File: src/rtl/dpx_pkg.sv
package dpx_pkg;

    typedef enum logic [1:0] {
        SEL_PAGE    = 2'd0,
        SEL_HIPAGE  = 2'd1,
        SEL_CLRFLAG = 2'd2,
        SEL_NONE    = 2'd3
    } wsel_e;

    typedef enum logic {
        MODE_LEGACY   = 1'b0,
        MODE_EXTENDED = 1'b1
    } mode_e;

endpackage

File: src/rtl/dpx_page_regs.sv
module dpx_page_regs
    import dpx_pkg::*;
#(
    parameter int PAGE_W    = 8,
    parameter bit WORD_CHAN = 1'b0
) (
    input  logic              clk,
    input  logic              rst_n,
    input  logic              wr_en,
    input  logic [1:0]        wr_sel,
    input  logic [PAGE_W-1:0] wr_data,
    input  logic              step_carry,
    output logic [PAGE_W-1:0] page_q,
    output logic [PAGE_W-1:0] hipage_q,
    output logic              ext_mode
);
    localparam int SEG_W = 2 * PAGE_W;
    localparam logic [SEG_W-1:0] SEG_INC = WORD_CHAN ? SEG_W'(2) : SEG_W'(1);

    mode_e            mode_q, mode_d;
    logic [SEG_W-1:0] seg_q, seg_d;

    // state register
    always_ff @(posedge clk or negedge rst_n) begin
        if (!rst_n) mode_q <= MODE_LEGACY;
        else        mode_q <= mode_d;
    end

    // transitions
    always_comb begin
        mode_d = mode_q;
        unique case (mode_q)
            MODE_LEGACY:   if (wr_en && wr_sel == SEL_HIPAGE) mode_d = MODE_EXTENDED;
            MODE_EXTENDED: if (wr_en && wr_sel == SEL_PAGE)   mode_d = MODE_LEGACY;
            default:       mode_d = MODE_LEGACY;
        endcase
    end

    // page field: port write first, then extended-mode carry
    always_comb begin
        seg_d = seg_q;
        if (wr_en && wr_sel == SEL_PAGE)
            seg_d[PAGE_W-1:0] = wr_data;
        else if (wr_en && wr_sel == SEL_HIPAGE)
            seg_d[SEG_W-1:PAGE_W] = wr_data;
        else if (mode_q == MODE_EXTENDED && step_carry)
            seg_d = seg_q + SEG_INC;
    end

    always_ff @(posedge clk or negedge rst_n) begin
        if (!rst_n) seg_q <= '0;
        else        seg_q <= seg_d;
    end

    // outputs
    always_comb begin
        page_q   = seg_q[PAGE_W-1:0];
        hipage_q = seg_q[SEG_W-1:PAGE_W];
        ext_mode = (mode_q == MODE_EXTENDED);
    end
endmodule

File: src/rtl/dpx_addr_map.sv
module dpx_addr_map #(
    parameter int CNT_W     = 16,
    parameter int PAGE_W    = 8,
    parameter bit WORD_CHAN = 1'b0
) (
    input  logic [CNT_W-1:0]            cur_addr,
    input  logic [PAGE_W-1:0]           page_q,
    input  logic [PAGE_W-1:0]           hipage_q,
    output logic [2*PAGE_W+CNT_W-1:0]   bus_addr
);
    generate
        if (WORD_CHAN) begin : g_word
            // page bit 0 dropped, counter counts words
            assign bus_addr = {hipage_q, page_q[PAGE_W-1:1], cur_addr, 1'b0};
        end else begin : g_byte
            assign bus_addr = {hipage_q, page_q, cur_addr};
        end
    endgenerate
endmodule

File: src/rtl/dpx_bound_flag.sv
module dpx_bound_flag (
    input  logic clk,
    input  logic rst_n,
    input  logic ext_mode,
    input  logic step_carry,
    input  logic xfer_busy,
    input  logic clr,
    output logic flag_q
);
    logic set_ev;

    always_comb set_ev = !ext_mode && step_carry && xfer_busy;

    always_ff @(posedge clk or negedge rst_n) begin
        if (!rst_n)      flag_q <= 1'b0;
        else if (set_ev) flag_q <= 1'b1;
        else if (clr)    flag_q <= 1'b0;
    end
endmodule

File: src/rtl/dma_page_ext.sv
module dma_page_ext
    import dpx_pkg::*;
#(
    parameter int CNT_W     = 16,
    parameter int PAGE_W    = 8,
    parameter bit WORD_CHAN = 1'b0,
    localparam int ADDR_W   = 2 * PAGE_W + CNT_W
) (
    input  logic              clk,
    input  logic              rst_n,
    input  logic [CNT_W-1:0]  cur_addr,
    input  logic              addr_step,
    input  logic              addr_carry,
    input  logic              xfer_busy,
    input  logic              wr_en,
    input  logic [1:0]        wr_sel,
    input  logic [PAGE_W-1:0] wr_data,
    output logic [ADDR_W-1:0] bus_addr,
    output logic              bound_err
);
    logic              step_carry;
    logic              flag_clr;
    logic              ext_mode;
    logic [PAGE_W-1:0] page_q;
    logic [PAGE_W-1:0] hipage_q;

    always_comb begin
        step_carry = addr_step && addr_carry;
        flag_clr   = wr_en && (wr_sel == SEL_CLRFLAG);
    end

    dpx_page_regs #(.PAGE_W(PAGE_W), .WORD_CHAN(WORD_CHAN)) u_regs (
        .clk        (clk),
        .rst_n      (rst_n),
        .wr_en      (wr_en),
        .wr_sel     (wr_sel),
        .wr_data    (wr_data),
        .step_carry (step_carry),
        .page_q     (page_q),
        .hipage_q   (hipage_q),
        .ext_mode   (ext_mode)
    );

    dpx_addr_map #(.CNT_W(CNT_W), .PAGE_W(PAGE_W), .WORD_CHAN(WORD_CHAN)) u_map (
        .cur_addr (cur_addr),
        .page_q   (page_q),
        .hipage_q (hipage_q),
        .bus_addr (bus_addr)
    );

    dpx_bound_flag u_flag (
        .clk        (clk),
        .rst_n      (rst_n),
        .ext_mode   (ext_mode),
        .step_carry (step_carry),
        .xfer_busy  (xfer_busy),
        .clr        (flag_clr),
        .flag_q     (bound_err)
    );
endmodule

File: config.mk
export PLATFORM = sky130hd
export DESIGN_NAME = dma_page_ext
export DESIGN_NICKNAME = d
export VERILOG_FILES = /design/src/rtl/dpx_pkg.sv /design/src/rtl/dpx_page_regs.sv /design/src/rtl/dpx_addr_map.sv /design/src/rtl/dpx_bound_flag.sv /design/src/rtl/dma_page_ext.sv
export SDC_FILE = /design/constraint.sdc
export NUM_CORES = 1
export LEC_CHECK = 0
export ABC_AREA = 1
export ABC_CLOCK_PERIOD_IN_PS = 1200
export BUFFER_PORTS_ARGS = -buffer_cell sky130_fd_sc_hd__buf_2
export CORE_MARGIN = 10
export CORE_UTILIZATION = 42
export DETAILED_ROUTE_END_ITERATION = 7
export PLACE_DENSITY = 0.75
export SYNTH_ARGS = -nofsm -noshare
export SYNTH_HDL_FRONTEND = slang
export SYNTH_SLANG_ARGS = --single-unit
File: constraint.sdc
create_clock -name clk -period 1.2 [get_ports clk]
set_input_delay 0.18 -clock clk [delete_from_list [all_inputs] [get_ports clk]]
set_output_delay 0.18 -clock clk [all_outputs]
set_load 0.02 [all_outputs]
==> results of run 1 <==
worst register-to-register path, cell delays in order, from the launching register on:
cell      delay (ps)
dfrtp_2          420
ha_4             160
nand3_4           90
nor2_4           170
buf_4            150
o21bai_4          60
nand2_1           60
o21ai_1           60
Yosys cell counts (2+ instances only):
master	count	area (sq um)
inv_1	23	86.3
a21oi_1	9	45.0
o21ai_0	9	45.0
xor2_1	2	17.5
buf_6	3	33.8
buf_4	16	120
nand4_1	2	12.5
inv_2	3	11.3
xnor2_1	2	17.5
nand2_1	61	229
nor2_1	22	82.6
nand2_4	3	33.8
o21ai_1	5	25.0
nand2_2	2	12.5
nand3_1	19	95.1
nor2_2	3	18.8
dfrtp_1	18	450
nor2_4	2	22.5
registers in the layout, summed over array words and instances, names as in the netlist:
register and count:
u_regs.ext_mode 1, u_flag.flag_q 1, u_regs.seg_q 16
worst paths after layout:
| path | start | end | cells after the start |
|---|---|---|---|
| hold reg to reg | u_flag.flag_q | u_flag.flag_q | 1 |
| hold / removal | xfer_busy | u_flag.flag_q | 2 |
| setup / recovery | u_regs.seg_q[1] | bus_addr[17] | 3 |
| max in group asynchronous | rst_n | u_regs.seg_q[6] | 2 |
| setup reg to reg | u_regs.seg_q[0] | u_regs.seg_q[8] | 7 |
| min in group asynchronous | rst_n | u_regs.ext_mode | 2 |
repair_timing:
item / in CTS / in global routing
hold endpoints to repair: 18 / 0
pin swaps: 1 / 8
endpoints found under the setup margin: 15 / 24
gates resized for setup: 15 / 34
buffers inserted: 4 / 10
hold buffers: 1 / 0
gates cloned: 0 / 1
logic make-up after synthesis:
kind of cell,count (synthesis)
buffers and inverters,46
adder cells (fa/ha/maj),1
flip-flops,18
AND/OR/NAND/NOR,114
XOR/XNOR,4
AO/OA/AOI/OAI,27
layout by cell type (no fill, tap or decap), types with 2 or more instances in the layout:
cell	netlist	layout
nand2_4	3	3
o21ai_0	9	3
o21ai_1	5	10
nand4_1	2	2
inv_2	3	2
buf_6	3	14
inv_1	23	23
dfrtp_2	0	7
nand3_4	0	2
nand2_2	2	8
nand3_1	19	16
buf_4	16	32
nor2_1	22	14
a21oi_1	9	9
nand2_1	61	56
nor2_4	2	6
nor2_2	3	7
clkbuf_4	0	3
buf_2	0	24
dfrtp_1	18	11
xor2_1	2	2
metrics by stage:
step	hold slack, ps	instances	worst slack, ps	util
floorplan	-116	210	-58.5	-
global placement	143	292	3.95	0.545
detailed placement	147	292	-19.4	0.545
CTS	97.7	301	-36.3	0.585
global route	109	311	-152	0.643
finish	97.3	311	-106	0.643
per-layer routing:
metal,track usage,wire [microns],up-vias
li1,-,-,764
met1,0.162,1740,674
met2,0.201,1920,63
met3,0.0507,396,8
met4,0.0233,46,0
met5,0,0,-
power by group:
group / switching, uW / internal (uW) / total (uW)
sequential: 254 / 832 / 1090
combinational: 1130 / 1120 / 2250
clock: 203 / 185 / 389
cell type report:
cell class / instances / area (sq um)
clock buffer: 4 / 36.3
multi-input combinational: 147 / 823
tap: 44 / 55.1
timing repair buffer: 71 / 528
inverter: 27 / 109
fill: 267 / 1120
sequential: 18 / 459
==> impl_metrics.json, run 1 <==
{
  "status": "complete, but fails checks",
  "violations": "negative setup slack",
  "vias": 1509,
  "clk-insertion-delay-late_ps": 310,
  "criticalPathCategory": "flip-flop to primary output",
  "row_count": 20,
  "power_density_nw_per_um2": 1850,
  "synth_mux_area_frac": 0,
  "worstPathArrival_ps": 1130,
  "slew_headroom": 0.717,
  "grt_pass1_vias": 1415,
  "drcViolationCount": 0,
  "synthXorXnorAreaFrac": 0.0249,
  "synthSimpleGateAreaFrac": 0.360,
  "initial_core_util": 0.450,
  "fmax_mhz": 766,
  "synth_edf_count": 0,
  "numPortBuffers": 32,
  "die_h_microns": 77.9,
  "leakagePower_uw": 0.00106,
  "vdd_drop_max_uv": 876,
  "crit_family": "flip-flops",
  "die_x_microns": 77.9,
  "synth_compound_area_frac": 0.103,
  "grt_pass1_wl_microns": 6600,
  "crit_path_frequent_cell": "buf_6",
  "core_region_area_sq_um": 3130,
  "ys.flop_type": "dfrtp_1",
  "cts_buffers": 3,
  "cts_root_buf": "clkbuf_4",
  "drv_cap": 0,
  "synth.avg_cell_area_sq_um": 6.70,
  "hp-class": "input pin to flip-flop",
  "cts_max_level": 1,
  "ys_ff_latch": 18,
  "synth.distinct_cells": 24,
  "synth_cells": 210,
  "grt_use_total": 0.128,
  "drive_gt1_frac": 0.434,
  "worst_slack_ps": -106,
  "setup-violations-final": 10,
  "overflow": 0,
  "gp_congestion": 0.859,
  "finClkSkew_ps": 4.11,
  "cp.required_ps": 1020,
  "crit_path_start_kind": "flip-flop",
  "synth_top_family_by_area": "simple AND/OR/NAND/NOR gates",
  "min_period_ps": 1310,
  "area_growth_syn_to_layout_pct": 42.8,
  "ant_nets": 0,
  "vias_per_cell": 4.85,
  "place_area_sq_um": 1710,
  "drt_iter0_drc": 171,
  "design_area_sq_um": 2010,
  "rsz0062_at_grt": "yes",
  "dieArea_sq_um": 6070,
  "reg2reg_slack_ps": -80,
  "final_nets": 301,
  "detail_route.wirelength_microns": 4110,
  "ios": 65,
  "dp_hpwl_microns": 2900,
  "synth_nets": 243,
  "dr.pass1.iters": 8,
  "cp_max_fo": 3,
  "worst-slew-pin-transition_ps": 424,
  "cts_tree": "yes",
  "slowest_delay_ps": 460,
  "synth_seq_area_share": 0.320,
  "path_cells": "buf_6 -> buf_6 -> buf_6",
  "clk_path_buf_depth": 2,
  "setup_tns_ps": -352,
  "finalCritPeriodShare": 1.09,
  "cp_num_buf_inv": 3,
  "power_uw": 3730,
  "async_flop_share": 1.00,
  "slowest_stage": "dfrtp_2",
  "maxSlewViolCount": 0,
  "clk_pin_slew_ps": 110,
  "grt_max_degree": 19,
  "syn_area_sq_um": 1410,
  "yosysWarnings": 0,
  "n_antenna_cell": 0,
  "hold_viol": 0,
  "wire_per_inst_microns": 13.2,
  "antenna_found_initial": 0,
  "clock_sinks": 18,
  "synthAdderAreaFrac": 0.00889,
  "end_kind": "primary output"
}
Note: power is estimated with default switching activity, not from simulation.
==> run 2: changes to the inputs <==
--- a/config.mk
+++ b/config.mk
@@ -14,2 +14,3 @@
 export PLACE_DENSITY = 0.75
+export RECOVER_POWER = 25
 export SYNTH_ARGS = -nofsm -noshare
--- a/constraint.sdc
+++ b/constraint.sdc
@@ -3,2 +3,2 @@
 set_output_delay 0.18 -clock clk [all_outputs]
-set_load 0.02 [all_outputs]
+set_load 0.005 [all_outputs]
==> run 2 against run 1 <==
The run still ends with negative setup slack left. Sequential share of layout area is 1.0 points higher. Critical path depth up 5. Register-to-register slack improved by 40 ps. Die area unchanged. Setup slack better by 64 ps. Fmax up 5.2%. Clock power up 5.1%. Count of clock-buffer cells in the layout stayed put. Total power is 13% lower.
==> impl_metrics.json, run 2 (same netlist as run 1, synthesis figures left out) <==
{
  "power_uw": 3230,
  "cts_tree": "yes",
  "hold_viol": 0,
  "die_x_microns": 77.9,
  "final_cell_mix": "nand2_1, buf_2, buf_4",
  "final_nets": 295,
  "min_period_ps": 1240,
  "rsz0062_at_grt": "yes",
  "clk_path_buf_depth": 2,
  "end_kind": "flip-flop",
  "initial_core_util": 0.450,
  "vias_per_cell": 4.85,
  "pwr-share-seq": 0.332,
  "vdd_drop_max_uv": 786,
  "vias": 1480,
  "row_count": 20,
  "status": "complete, but fails checks",
  "n_antenna_cell": 0,
  "largest_reg_flops": 16,
  "drv_cap": 0,
  "ios": 65,
  "worstPathArrival_ps": 1460,
  "comb_power_share": 0.541,
  "clk_pin_slew_ps": 110,
  "antenna_found_initial": 0,
  "met1_length_microns": 1670,
  "cp.required_ps": 1420,
  "numPortBuffers": 32,
  "detail_route.wirelength_microns": 3850,
  "drcViolationCount": 0,
  "route.met3.wl_microns": 406,
  "fmax_mhz": 805,
  "clk-insertion-delay-late_ps": 320,
  "top_register": "u_regs.seg_q",
  "finalCritPeriodShare": 1.04,
  "gp_congestion": 0.848,
  "grt_max_degree": 19,
  "area_growth_syn_to_layout_pct": 35.5,
  "violations": "negative setup slack",
  "power_density_nw_per_um2": 1690,
  "internal_power_uw": 1970,
  "ant_nets": 0,
  "dieArea_sq_um": 6070,
  "grt_pass1_wl_microns": 6220,
  "wl_met2_microns": 1700,
  "crit_path_start_kind": "flip-flop",
  "worst-slew-pin-transition_ps": 429,
  "cp_max_fo": 4,
  "r2r_cells": 8,
  "cts_root_buf": "clkbuf_4",
  "finClkSkew_ps": 5.68,
  "drt_iter0_drc": 94,
  "cts_max_level": 1,
  "grt_pass1_vias": 1424,
  "dp_hpwl_microns": 2890,
  "grt_use_total": 0.121,
  "die_h_microns": 77.9,
  "place_area_sq_um": 1680,
  "maxSlewViolCount": 0,
  "hp-class": "input pin to flip-flop",
  "drive_gt1_frac": 0.391,
  "wire_per_inst_microns": 12.6,
  "switchingPower_uw": 1260,
  "reg2reg_slack_ps": -40,
  "final_common_cell": "nand2_1",
  "design_area_sq_um": 1910,
  "dr.pass1.iters": 4,
  "slew_headroom": 0.714,
  "overflow": 0,
  "worst_slack_ps": -42.2,
  "leakagePower_uw": 0.00102,
  "p_sw_frac": 0.389,
  "clock_sinks": 18,
  "holdPathStages": 2,
  "top_layer_used": "met4",
  "core_region_area_sq_um": 3130,
  "setup-violations-final": 11,
  "clkPwrFrac": 0.127,
  "criticalPathCategory": "flip-flop to flip-flop",
  "cts_buffers": 3
}
==> run 2: changes by cell type in the layout (fill, tap and decap cells not counted), moves of 2 or more <==
cell,before,now
o21ai_1,10,8
buf_6,14,12
nor2_1,14,17
dfrtp_1,11,14
o21ai_0,3,6
buf_2,24,28
buf_4,32,25
dfrtp_2,7,4
nor2_4,6,4
==> run 2: power by group through the flow <==
| stage | sequential [uW] | combinational, uW | clock (uW) |
|---|---|---|---|
| finish | 1070 | 1750 | 409 |
| global route | 1110 | 1960 | 418 |
| CTS | 1050 | 1520 | 399 |
| detailed placement | 1040 | 1460 | 0 |
| global placement | 1030 | 1450 | 0 |
| floorplan | 1090 | 676 | 0 |
==> run 2: timing repair <==
action,CTS,global route
setup endpoints to repair,11,24
buffers inserted,2,8
pin swaps,3,12
hold buffers,1,0
endpoints found under the hold margin,18,0
gates resized for setup,9,24
==> run 2: final cells by class <==
cell class	count	area, sq um
fillers	285	1220
multi-input cells	146	781
repair buffers	66	473
flip-flops and latches	18	455
inverters	27	106
well taps	44	55.1
clock buffers	4	36.3
==> run 2: worst paths after layout <==
path / start / endpoint
min reg2reg: u_flag.flag_q / u_flag.flag_q
min in group asynchronous: rst_n / u_flag.flag_q
max: u_regs.seg_q[1] / u_regs.seg_q[14]
max in group asynchronous: rst_n / u_regs.seg_q[7]
max reg2reg: u_regs.seg_q[1] / u_regs.seg_q[14]
min: xfer_busy / u_flag.flag_q
==> run 2: worst max-delay path: stages (launching register included) <==
cell and delay, ps:
dfrtp_2 430, ha_4 160, nand3_4 90, nor2_4 150, nand3_2 80, nand2_2 80
nand3_2 50, nand2_1 60, nand2_1 50
==> run 2: stage by stage <==
stage / setup WS [ps] / utilization / hold slack, ps / TNS [ps] / cells
3_5_place_dp: -75.6 / 0.538 / 143 / -345 / 292
2_1_floorplan: -34.8 / - / -116 / -85.6 / 210
4_1_cts: -72.0 / 0.564 / 91.2 / -487 / 298
6_report: -42.2 / 0.610 / 75.9 / -167 / 305
3_3_place_gp: -33.9 / 0.538 / 144 / -91.9 / 292
5_1_grt: -138 / 0.610 / 94.0 / -1440 / 305
==> run 2: layer usage <==
| layer | track usage | vias up |
|---|---|---|
| met1 | 0.145 | 668 |
| met3 | 0.0449 | 9 |
| met2 | 0.190 | 58 |
| met4 | 0.0520 | 0 |
| li1 | - | 745 |
| met5 | 0 | - |
==> run 3: changes to the inputs <==
Settings changed: SKIP_LAST_GASP set to 1.
==> run 3 against run 2 <==
The run still ends with negative setup slack left. Count of clock-buffer cells in the layout did not move. Global-route usage did not move. Utilization fell by 0.44 points. Critical endpoint unchanged. Largest cell class unchanged. Largest power group unchanged.
==> impl_metrics.json, run 3 (same netlist as run 1, synthesis figures left out) <==
{
  "status": "complete, but fails checks",
  "violations": "negative setup slack",
  "hold_viol": 0,
  "design_area_sq_um": 1890,
  "min_to": "u_flag.flag_q",
  "clk_path_buf_depth": 2,
  "slew_headroom": 0.716,
  "drv_cap": 0,
  "cts_tree": "yes",
  "grt_max_degree": 19,
  "worstPathArrival_ps": 1470,
  "r2r_start": "u_regs.seg_q[3]",
  "rsz0062_at_grt": "yes",
  "clk_pin_slew_ps": 120,
  "core_region_area_sq_um": 3130,
  "dr.pass1.iters": 4,
  "worst-slew-pin-transition_ps": 426,
  "final_cell_mix": "nand2_1, buf_2, buf_4",
  "maxSlewViolCount": 0,
  "ios": 65,
  "grt_use_total": 0.121,
  "n_antenna_cell": 0,
  "leakagePower_uw": 0.00102,
  "power_uw": 3180,
  "largest_reg_flops": 16,
  "crit_path_start_kind": "flip-flop",
  "hp-class": "input pin to flip-flop",
  "path_cells": "buf_4 -> nand3_4 -> nor2_4 -> nand3_2 -> nand2_2 -> nand3_2 -> nand2_1 -> nand2_1",
  "finalCritPeriodShare": 1.04,
  "cts_buffers": 3,
  "cts_max_level": 1,
  "final_core_util": 0.605,
  "vias": 1459,
  "r2r-end": "u_regs.seg_q[14]",
  "final_common_cell": "nand2_1",
  "dp_hpwl_microns": 2890,
  "vdd_drop_max_uv": 780,
  "n_fill_cell": 290,
  "criticalPathCategory": "flip-flop to flip-flop",
  "clock_sinks": 18,
  "worst_slack_ps": -44.9,
  "drive_gt1_frac": 0.385,
  "cp_max_fo": 3,
  "grt_pass1_wl_microns": 6220,
  "fmax_mhz": 803,
  "die_h_microns": 77.9,
  "slowest_delay_ps": 430,
  "cp.required_ps": 1420,
  "drcViolationCount": 0,
  "overflow": 0,
  "wire_per_inst_microns": 12.5,
  "finClkSkew_ps": 7.44,
  "dieArea_sq_um": 6070,
  "gp_congestion": 0.848,
  "reg2reg_slack_ps": -40,
  "place_inst": 292,
  "numPortBuffers": 32,
  "detail_route.wirelength_microns": 3800,
  "grt_pass1_vias": 1426,
  "power_density_nw_per_um2": 1680,
  "end_kind": "flip-flop",
  "cts_root_buf": "clkbuf_4",
  "antenna_found_initial": 0,
  "min_period_ps": 1240,
  "worstHoldStart": "xfer_busy",
  "top_register": "u_regs.seg_q",
  "final_nets": 294,
  "r2r_cells": 8,
  "row_count": 20,
  "drt_iter0_drc": 89,
  "setup-violations-final": 12,
  "place_area_sq_um": 1680,
  "timing.hold.ws_ps": 73.7,
  "slowest_stage": "dfrtp_1",
  "initial_core_util": 0.450,
  "die_x_microns": 77.9,
  "ant_nets": 0,
  "stdcell_count": 304,
  "area_growth_syn_to_layout_pct": 34.5,
  "holdPathStages": 2,
  "clk-insertion-delay-late_ps": 320,
  "vias_per_cell": 4.80
}
==> run 3: worst max path at each step <==
stage               depth (start not counted)  slack, ps       startpoint               end
floorplan                                   8        -30  u_regs.seg_q[0]  u_regs.seg_q[14]
global placement                            8        -30  u_regs.seg_q[1]  u_regs.seg_q[10]
detailed placement                          8        -80  u_regs.seg_q[1]  u_regs.seg_q[14]
CTS                                         8        -70  u_regs.seg_q[0]  u_regs.seg_q[12]
global route                                9       -140  u_regs.seg_q[5]  u_regs.seg_q[10]
finish                                      8        -40  u_regs.seg_q[3]  u_regs.seg_q[14]
==> run 3: what timing repair did <==
| action | CTS | global route |
|---|---|---|
| setup buffers | 2 | 7 |
| hold buffers | 1 | 0 |
| endpoints found under the hold margin | 18 | 0 |
| resized for setup | 8 | 23 |
| pin swaps | 3 | 12 |
| setup endpoints to repair | 11 | 24 |
==> run 3: final cells by class <==
cell class | instances | area [sq um] | share of cell area
flip-flops and latches | 18 | 455 | 0.241
well taps | 44 | 55.1 | 0.0291
clock buffers | 4 | 36.3 | 0.0192
inverters | 27 | 106 | 0.0562
repair buffers | 65 | 462 | 0.244
multi-input cells | 146 | 778 | 0.411
==> run 3: layer usage <==
metal  part of all wire  up-vias  GRT usage  wire [microns]
li1                   -      743          -               -
met2               0.44       45      0.190            1670
met4              0.017        0     0.0520              64
met5                  0        -          0               0
met1               0.45      664      0.145            1720
met3              0.091        7     0.0449             344
==> run 3: critical path, delay by kind of cell, from the launching register on <==
family	cells	cell delay [ps]
AND/OR/NAND/NOR	7	570
flip-flops	1	430
buffers and inverters	1	150
==> run 3: metrics by stage <==
step / setup slack [ps] / TNS [ps]
floorplan: -34.8 / -85.6
global placement: -33.9 / -91.9
detailed placement: -75.6 / -345
CTS: -72.0 / -503
global route: -137 / -1380
finish: -44.9 / -197
==> run 3: where the power goes <==
group	switching (uW)	leakage (uW)	internal [uW]	total [uW]
clock network	225	0.0000210	186	412
registers	249	0.000218	822	1070
logic	763	0.000780	938	1700
total	1240	0.00102	1950	3180
